===== src/rtl/wdmc_pkg.sv =====
package wdmc_pkg;
  localparam int PS_W = 3;
  localparam logic [7:0] SFR_ADDR_DEF = 8'h96;

  typedef struct packed {
    logic [PS_W-1:0] ps;
    logic            nv_wen;
    logic            nv_acc;
    logic            bank;
    logic            wd_en;
  } ctl_t;
endpackage


===== src/rtl/wdmc_regs.sv =====
module wdmc_regs
  import wdmc_pkg::*;
#(
  parameter logic [7:0] SFR_ADDR = SFR_ADDR_DEF
) (
  input  logic       clk,
  input  logic       rst_n,
  input  logic [7:0] sfr_addr,
  input  logic       sfr_wr,
  input  logic [7:0] sfr_wdata,
  input  logic       nv_busy,
  output logic [7:0] sfr_rdata,
  output ctl_t       ctl,
  output logic       kick,
  output logic       cfg_clr
);
  logic hit, wr_hit;
  ctl_t ctl_q, ctl_d;
  logic kick_q, kick_d;

  always_comb begin
    hit     = (sfr_addr == SFR_ADDR);
    wr_hit  = hit & sfr_wr;
    ctl_d   = '{ps: sfr_wdata[7:5], nv_wen: sfr_wdata[4], nv_acc: sfr_wdata[3],
                bank: sfr_wdata[2], wd_en: sfr_wdata[0]};
    kick_d  = wr_hit & sfr_wdata[1];
    cfg_clr = wr_hit & (sfr_wdata[7:5] != ctl_q.ps);
    sfr_rdata = hit ? {ctl_q.ps, ctl_q.nv_wen, ctl_q.nv_acc, ctl_q.bank, ~nv_busy, ctl_q.wd_en}
                    : 8'h00;
  end

  always_ff @(posedge clk or negedge rst_n) begin
    if (!rst_n) begin
      ctl_q  <= '0;
      kick_q <= 1'b0;
    end else begin
      if (wr_hit) ctl_q <= ctl_d;
      kick_q <= kick_d;
    end
  end

  assign ctl  = ctl_q;
  assign kick = kick_q;
endmodule


===== src/rtl/wdmc_wdt.sv =====
module wdmc_wdt
  import wdmc_pkg::*;
#(
  parameter int BASE_TICKS = 16
) (
  input  logic            clk,
  input  logic            rst_n,
  input  logic            tick,
  input  logic            en,
  input  logic [PS_W-1:0] ps,
  input  logic            clr,
  output logic            req
);
  localparam int MAX_LIM = BASE_TICKS * (1 << ((1 << PS_W) - 1));
  localparam int CNT_W   = $clog2(MAX_LIM + 1);

  logic [CNT_W-1:0] cnt_q, cnt_d, limit;
  logic             req_q, req_d;

  always_comb begin
    limit = CNT_W'(BASE_TICKS) << ps;
    cnt_d = cnt_q;
    req_d = 1'b0;
    if (!en || clr) begin
      cnt_d = '0;
    end else if (tick) begin
      if (cnt_q == limit - 1'b1) begin
        cnt_d = '0;
        req_d = 1'b1;
      end else begin
        cnt_d = cnt_q + 1'b1;
      end
    end
  end

  always_ff @(posedge clk or negedge rst_n) begin
    if (!rst_n) begin
      cnt_q <= '0;
      req_q <= 1'b0;
    end else begin
      cnt_q <= cnt_d;
      req_q <= req_d;
    end
  end

  assign req = req_q;
endmodule


===== src/rtl/wdmc_nvgate.sv =====
module wdmc_nvgate (
  input  logic try_wr,
  input  logic acc_en,
  input  logic wr_en,
  output logic go,
  output logic reject
);
  logic allow;
  always_comb begin
    allow  = acc_en & wr_en;
    go     = try_wr & allow;
    reject = try_wr & ~allow;
  end
endmodule


===== src/rtl/wdmc_ctrl.sv =====
module wdmc_ctrl
  import wdmc_pkg::*;
#(
  parameter logic [7:0] SFR_ADDR   = SFR_ADDR_DEF,
  parameter int         BASE_TICKS = 16
) (
  input  logic       clk,
  input  logic       rst_n,
  input  logic [7:0] sfr_addr,
  input  logic       sfr_wr,
  input  logic [7:0] sfr_wdata,
  output logic [7:0] sfr_rdata,
  input  logic       tick,
  input  logic       nv_busy,
  input  logic       nv_wr_try,
  output logic       nv_wr_go,
  output logic       nv_wr_reject,
  output logic       dp_bank,
  output logic       nv_access_en,
  output logic       nv_write_en,
  output logic       wdt_rst_req
);
  logic [1:0] rsync_q;
  logic       rst_n_s;
  ctl_t       ctl;
  logic       kick, cfg_clr, wd_en;

  always_ff @(posedge clk or negedge rst_n) begin
    if (!rst_n) rsync_q <= 2'b00;
    else        rsync_q <= {rsync_q[0], 1'b1};
  end
  assign rst_n_s = rsync_q[1];

  wdmc_regs #(.SFR_ADDR(SFR_ADDR)) u_regs (
    .clk(clk), .rst_n(rst_n_s), .sfr_addr(sfr_addr), .sfr_wr(sfr_wr),
    .sfr_wdata(sfr_wdata), .nv_busy(nv_busy), .sfr_rdata(sfr_rdata),
    .ctl(ctl), .kick(kick), .cfg_clr(cfg_clr)
  );

  wdmc_wdt #(.BASE_TICKS(BASE_TICKS)) u_wdt (
    .clk(clk), .rst_n(rst_n_s), .tick(tick), .en(ctl.wd_en), .ps(ctl.ps),
    .clr(kick | cfg_clr), .req(wdt_rst_req)
  );

  wdmc_nvgate u_gate (
    .try_wr(nv_wr_try), .acc_en(ctl.nv_acc), .wr_en(ctl.nv_wen),
    .go(nv_wr_go), .reject(nv_wr_reject)
  );

  assign wd_en        = ctl.wd_en;
  assign dp_bank      = ctl.bank;
  assign nv_access_en = ctl.nv_acc;
  assign nv_write_en  = ctl.nv_wen;
endmodule


===== config.mk =====
export PLATFORM = sky130hd
export DESIGN_NAME = wdmc_ctrl
export DESIGN_NICKNAME = d
export VERILOG_FILES = /design/src/rtl/wdmc_pkg.sv /design/src/rtl/wdmc_regs.sv /design/src/rtl/wdmc_wdt.sv /design/src/rtl/wdmc_nvgate.sv /design/src/rtl/wdmc_ctrl.sv
export SDC_FILE = /design/constraint.sdc
export NUM_CORES = 1
export LEC_CHECK = 0
export BUFFER_PORTS_ARGS = -buffer_cell sky130_fd_sc_hd__buf_2
export CORE_UTILIZATION = 53
export CTS_CLUSTER_DIAMETER = 200
export DETAILED_ROUTE_END_ITERATION = 10
export GPL_TIMING_DRIVEN = 0
export PLACE_DENSITY = 0.88
export SLEW_MARGIN = 20
export SYNTH_ARGS = -nofsm -noshare
export SYNTH_HDL_FRONTEND = slang
export SYNTH_SLANG_ARGS = --single-unit

===== constraint.sdc =====
create_clock -name clk -period 1.3 [get_ports clk]
set_input_delay 0.26 -clock clk [delete_from_list [all_inputs] [get_ports clk]]
set_output_delay 0.26 -clock clk [all_outputs]
set_load 0.01 [all_outputs]

Word-level counts from Yosys, hierarchy flattened:

Cells that the tools add are included.

* add/sub/neg operators: 2
* multiply operators: 0
* divide/modulo/power cells: 0
* $lt $le $gt $ge: 0
* equal/unequal tests: 3
* shifts and indexed selects: 1
* muxes and demuxes: 7
* bitwise operators: 9
* reductions and logical operators: 3

Operators with widths (number)
* two-way mux 12 bit: 3
* adder 12 x 1 -> 12 bit, second input constant: 1
* equality test 12 bit: 1
* left shift 5 x 3 -> 12 bit, first input constant: 1
* subtractor 12 x 1 -> 12 bit, second input constant: 1
* equality test 8 bit, second input constant: 1
* two-way mux 8 bit: 1
* bitwise AND 1 bit: 6
* two-way mux 1 bit: 3
* inequality test 3 bit: 1
* NOT 1 bit: 2
* nonzero test 2 bit: 1
* logical NOT 1 bit: 1
* logical OR 1 bit: 1
* OR 1 bit: 1

* register bits after elaboration: 23
* latch bits: 0
* bits in writable memories: 0
* memory bits (read-only): 0
* bits of input ports: 22
* output and inout bits: 14
* word-level logic and storage cells: 34
* memories kept: 0

Depth between registers and ports, before layout:

* word-level depth: 6
* mapped depth: 12
* mapped depth without buffers: 9

Modules after synthesis:

Synthesis repeated with hierarchy kept, for this count alone.

* cell total of the unflattened synthesis: 157
* area, all modules: 1594.0 um^2

By module, submodules not included
* wdmc_wdt: times used 1, cells each 117, area each 1048.5 um^2, sequential area each 325.3 um^2
* wdmc_regs: times used 1, cells each 34, area each 467.9 um^2, sequential area each 200.2 um^2
* wdmc_ctrl: times used 1, cells each 4, area each 60.1 um^2, sequential area each 50.0 um^2
* wdmc_nvgate: times used 1, cells each 2, area each 17.5 um^2, sequential area each 0.0 um^2

Worst setup path after synthesis:

OpenSTA, ideal clock, no wires.

* path kind: flip-flop to flip-flop
* start: register u_regs.ctl_q, in the netlist u_regs.ctl[6]
* end: register u_wdt.cnt_q[5]
* setup time: 137 ps
* arrival time: 2595 ps
* data required time: 1163 ps
* path slack: -1432 ps
* cell stages (with the launch flop): 12
* path buffers: 3
* clock period less this slack: 2732 ps
* path through: dfrtp_1 -> buf_6 -> or3_4 -> ha_1 -> buf_2 -> xnor2_1 -> or3b_4 -> a2111oi_4 -> o31ai_2 -> buf_6 -> nand3_1 -> a31oi_1

* word-level cells in the longest chain between the ends: 6
* elaborated cells between the ends (all ways): 11
* those cells by class: 1 x add/sub; 2 x eq/ne; 1 x shift; 3 x mux; 2 x bitwise; 2 x reduce/logical

Ends and longest elaborated chain
* start: declaration: line wdmc_regs.sv:18 `ctl_t ctl_q, ctl_d;`
* start signal: assignment: line wdmc_regs.sv:37 `if (wr_hit) ctl_q <= ctl_d;`
* left shift 5 x 3 -> 12 bit: line wdmc_wdt.sv:21 `limit = CNT_W'(BASE_TICKS) << ps;`
* subtractor 12 x 1 -> 12 bit: line wdmc_wdt.sv:27 `if (cnt_q == limit - 1'b1) begin`
* equality test 12 bit: line wdmc_wdt.sv:27
* two-way mux 12 bit: line wdmc_wdt.sv:27
* two-way mux 12 bit: line wdmc_wdt.sv:26 `end else if (tick) begin`
* two-way mux 12 bit: line wdmc_wdt.sv:24 `if (!en || clr) begin`
* end signal: assignment: line wdmc_wdt.sv:41 `cnt_q <= cnt_d;`
* end: declaration: line wdmc_wdt.sv:17 `logic [CNT_W-1:0] cnt_q, cnt_d, limit;`

Parallel ways exist; a longest one is shown, timed or not. The select of a mux whose other input is x is not followed.
A chain may end at the register's enable or synchronous reset.

Worst setup path after layout:

* start: register u_regs.ctl_q, in the netlist u_regs.ctl[4]
* end: register u_wdt.cnt_q[9]

The elaborated chain is that of the path after synthesis.

==> results.md <==
- Startpoint Class: flop
- Slew HR: 44.9%
- Final hold vios: 0
- Die area: 2980 um^2
- Max Cap Violations: 0
- DP HPWL: 2490 um
- Final wirelength: 3990 um
- Critical Setup Path Class: flop to flop
- DR pass1 iterations: 4
- First-pass GRT wire length: 5780 um
- I/O Pins: 36
- CTS tree: built
- Leak: 0.893 nW
- Post-route ant nets: 0
- Synth area leaders: dfrtp_1, mux2_2, xnor2_1
- Layout cell share with drive strength beyond 1: 47.2%
- Seq cells post-synth: 23
- Initial antenna violation count: 0
- Async SR Flop Fraction: 100%
- Residual DRC count: 0
- Vias in the first global route: 1321
- Worst Setup End Kind: flop
- Root Buffer: clkbuf_4
- Crit share post-route: 206%
- GP Congestion: 0.787
- Total CTS buffers: 3
- Setup ws final: -1.38 ns
- RSZ-0062 raised after global routing: true
- Ys flop type: dfrtp_1
- Routing usage on met3: 1.94%
- GR Overflow Total: 0
- Final Instance Area: 2040 um^2
- Largest net degree at the start of global routing: 22
- Synth top area share: 39.3%
- Clock Sinks: 23
- Post-synth top area cell: dfrtp_1
- Mean post-synth cell area: 9.32 um^2
- Drt initial violations: 76
- Starting density of the core: 57.5%
- Net Count, Synth: 181
- Yosys warns: 0
- Clk_lat worst skew: 0.32 ns
- CTS Buffer Depth: 2
- Grt met1 use: 33.7%
- Met2 Use GR: 52.4%
- Worst slew pin tran: 0.826 ns
- Place WS: -1.49 ns
- Placement Cell Area: 1790 um^2
- DR vias: 1441
- Register area share after synthesis: 39.3%
- Area delta synth->final: 39.7%
- Arr. time, crit path: 2.91 ns
- Synth unique cells: 38
- Crit Path Max Fanout: 7
- Core Rows: 18
- Net count, final: 237
- Vias per inst: 5.95
- FMAX: 373 MHz
- Die H: 54.6 um
- Pwr/cell area: 683 nW/um^2
- Syn Inst Count: 157
- Hold Path Class: primary input to flop
- DIE WIDTH: 54.6 um
- Post-Place Cells: 222
- Fin crit period: 2.68 ns
- GRT Util Overall: 27.8%
- Fill cell count: 168
- Required @ worst endpoint: 1.52 ns
- VDD IR max: 0.812 mV
- Final setup viols: 21
- GR peak layer: met2
- Status: finished with violations
- Core area: 2540 um^2
- # diodes: 0
- EDFF count, synth: 0
- H-tree levels: 1
- Mapped Area: 1460 um^2
- Hold WS: 0.154 ns
- Worst Skew: 0.00152 ns
- Post-route insts no fill: 242
- Final slew viol count: 0
- Reg clk slew, reported paths: 0.13 ns
- IO buf count: 35
- Violated checks: setup timing
- Routed wire per std cell: 16.5 um
==> synth_stat cells, types with 2 or more instances <==
| master | n |
|---|---|
| a21boi_0 | 2 |
| a21oi_1 | 11 |
| a311oi_1 | 2 |
| a31oi_1 | 6 |
| and2_1 | 7 |
| and3_1 | 4 |
| buf_2 | 3 |
| buf_6 | 2 |
| clkbuf_1 | 6 |
| dfrtp_1 | 23 |
| ha_1 | 2 |
| inv_1 | 2 |
| mux2_2 | 8 |
| nand2_1 | 16 |
| nand3_1 | 10 |
| nand4_1 | 4 |
| nand4bb_1 | 2 |
| nor2_1 | 8 |
| nor2b_1 | 4 |
| nor3_1 | 5 |
| nor4b_1 | 2 |
| o21ai_0 | 2 |
| o21ai_2 | 3 |
| or3b_2 | 2 |
| xnor2_1 | 7 |
| xor2_1 | 2 |
==> critical path, cell delays in order, from the launching register on <==
cell and delay (ns):
dfrtp_1 0.42, or3_4 0.42, ha_4 0.21, xnor2_4 0.14
or3b_4 0.41, a2111oi_4 0.43, o31ai_4 0.20, buf_6 0.18
nand3_1 0.10, a21oi_1 0.08
==> cell families after synthesis <==
kind of cell	synth area share, %
adders and majority gates	1.71
muxes	6.15
DFF	39.3
AOI/OAI and AO/OA	14.3
xor gates and xnor gates	5.38
and+or+nand+nor	28.3
other	0.256
buffers and inverters	4.62
==> power by group <==
group | leakage (nW) | total, mW | internal (mW) | switching [mW]
clock | 0.0177 | 0.342 | 0.116 | 0.226
sequential | 0.314 | 0.753 | 0.730 | 0.0228
combinational | 0.562 | 0.302 | 0.170 | 0.131
==> area by class of cell <==
type | count | area, um^2 | share of cell area [%]
repair buffers | 55 | 367 | 17.9
flip-flops and latches | 23 | 577 | 28.2
clock buffers | 3 | 22.5 | 1.10
clock inverters | 1 | 5.00 | 0.245
plain buffers | 7 | 43.8 | 2.14
well taps | 30 | 37.5 | 1.84
multi-input cells | 121 | 985 | 48.2
inverters | 2 | 7.51 | 0.367
==> routing by layer <==
metal / share of wire, % / up-vias
li1: - / 673
met1: 40 / 710
met2: 55 / 51
met3: 3.3 / 7
met4: 1.6 / 0
met5: 0 / -
==> placed cells by master, fill, tap and decap left out, types with 5 or more instances in the layout <==
cell,instances
buf_4,13
a21oi_1,7
buf_6,8
nand2_1,14
a31oi_1,6
buf_2,33
clkbuf_1,5
and2_1,7
dfrtp_1,22
nor2_1,5
nand3_1,8
mux2_2,7
==> repair_timing <==
action / 4_1_cts / 5_1_grt
resized for setup: 11 / 16
cloned: 2 / 0
hold buffers: 1 / 0
setup buffers: 12 / 7
pin swaps: 15 / 12
setup endpoints to repair: 22 / 23
hold endpoints to repair: 2 / 0
==> registers in the layout (all words and copies together) (netlist names) <==
register     cells
u_wdt.req        1
u_wdt.cnt_q     12
rsync_q          2
u_regs.ctl       7
u_regs.kick      1
==> path summary, 6_finish.rpt <==
path                                      startpoint                         end  slack, ns  depth (start not counted)
setup / recovery           u_regs.ctl[4]$_DFFE_PN0P_  u_wdt.cnt_q[9]$_DFFE_PN0P_      -1.38                          9
hold / removal                          sfr_wdata[4]   u_regs.ctl[3]$_DFFE_PN0P_       0.15                          2
setup reg to reg           u_regs.ctl[4]$_DFFE_PN0P_  u_wdt.cnt_q[9]$_DFFE_PN0P_      -1.38                          9
hold reg to reg                 rsync_q[1]$_DFF_PN0_  u_wdt.cnt_q[3]$_DFFE_PN0P_       0.35                          0
max in group asynchronous       rsync_q[1]$_DFF_PN0_   u_regs.ctl[5]$_DFFE_PN0P_       0.39                          0
min in group asynchronous                      rst_n        rsync_q[1]$_DFF_PN0_       0.23                          2
==> metrics by stage <==
step	util (%)	setup TNS [ns]	total power, mW
floorplan	-	-15.52	0.918
global placement	70.5	-17.74	0.982
detailed placement	70.5	-18.84	0.996
CTS	77.3	-16.58	1.37
global route	80.3	-19.14	1.44
finish	80.3	-17.36	1.40
(Power assumes the default switching activity.)
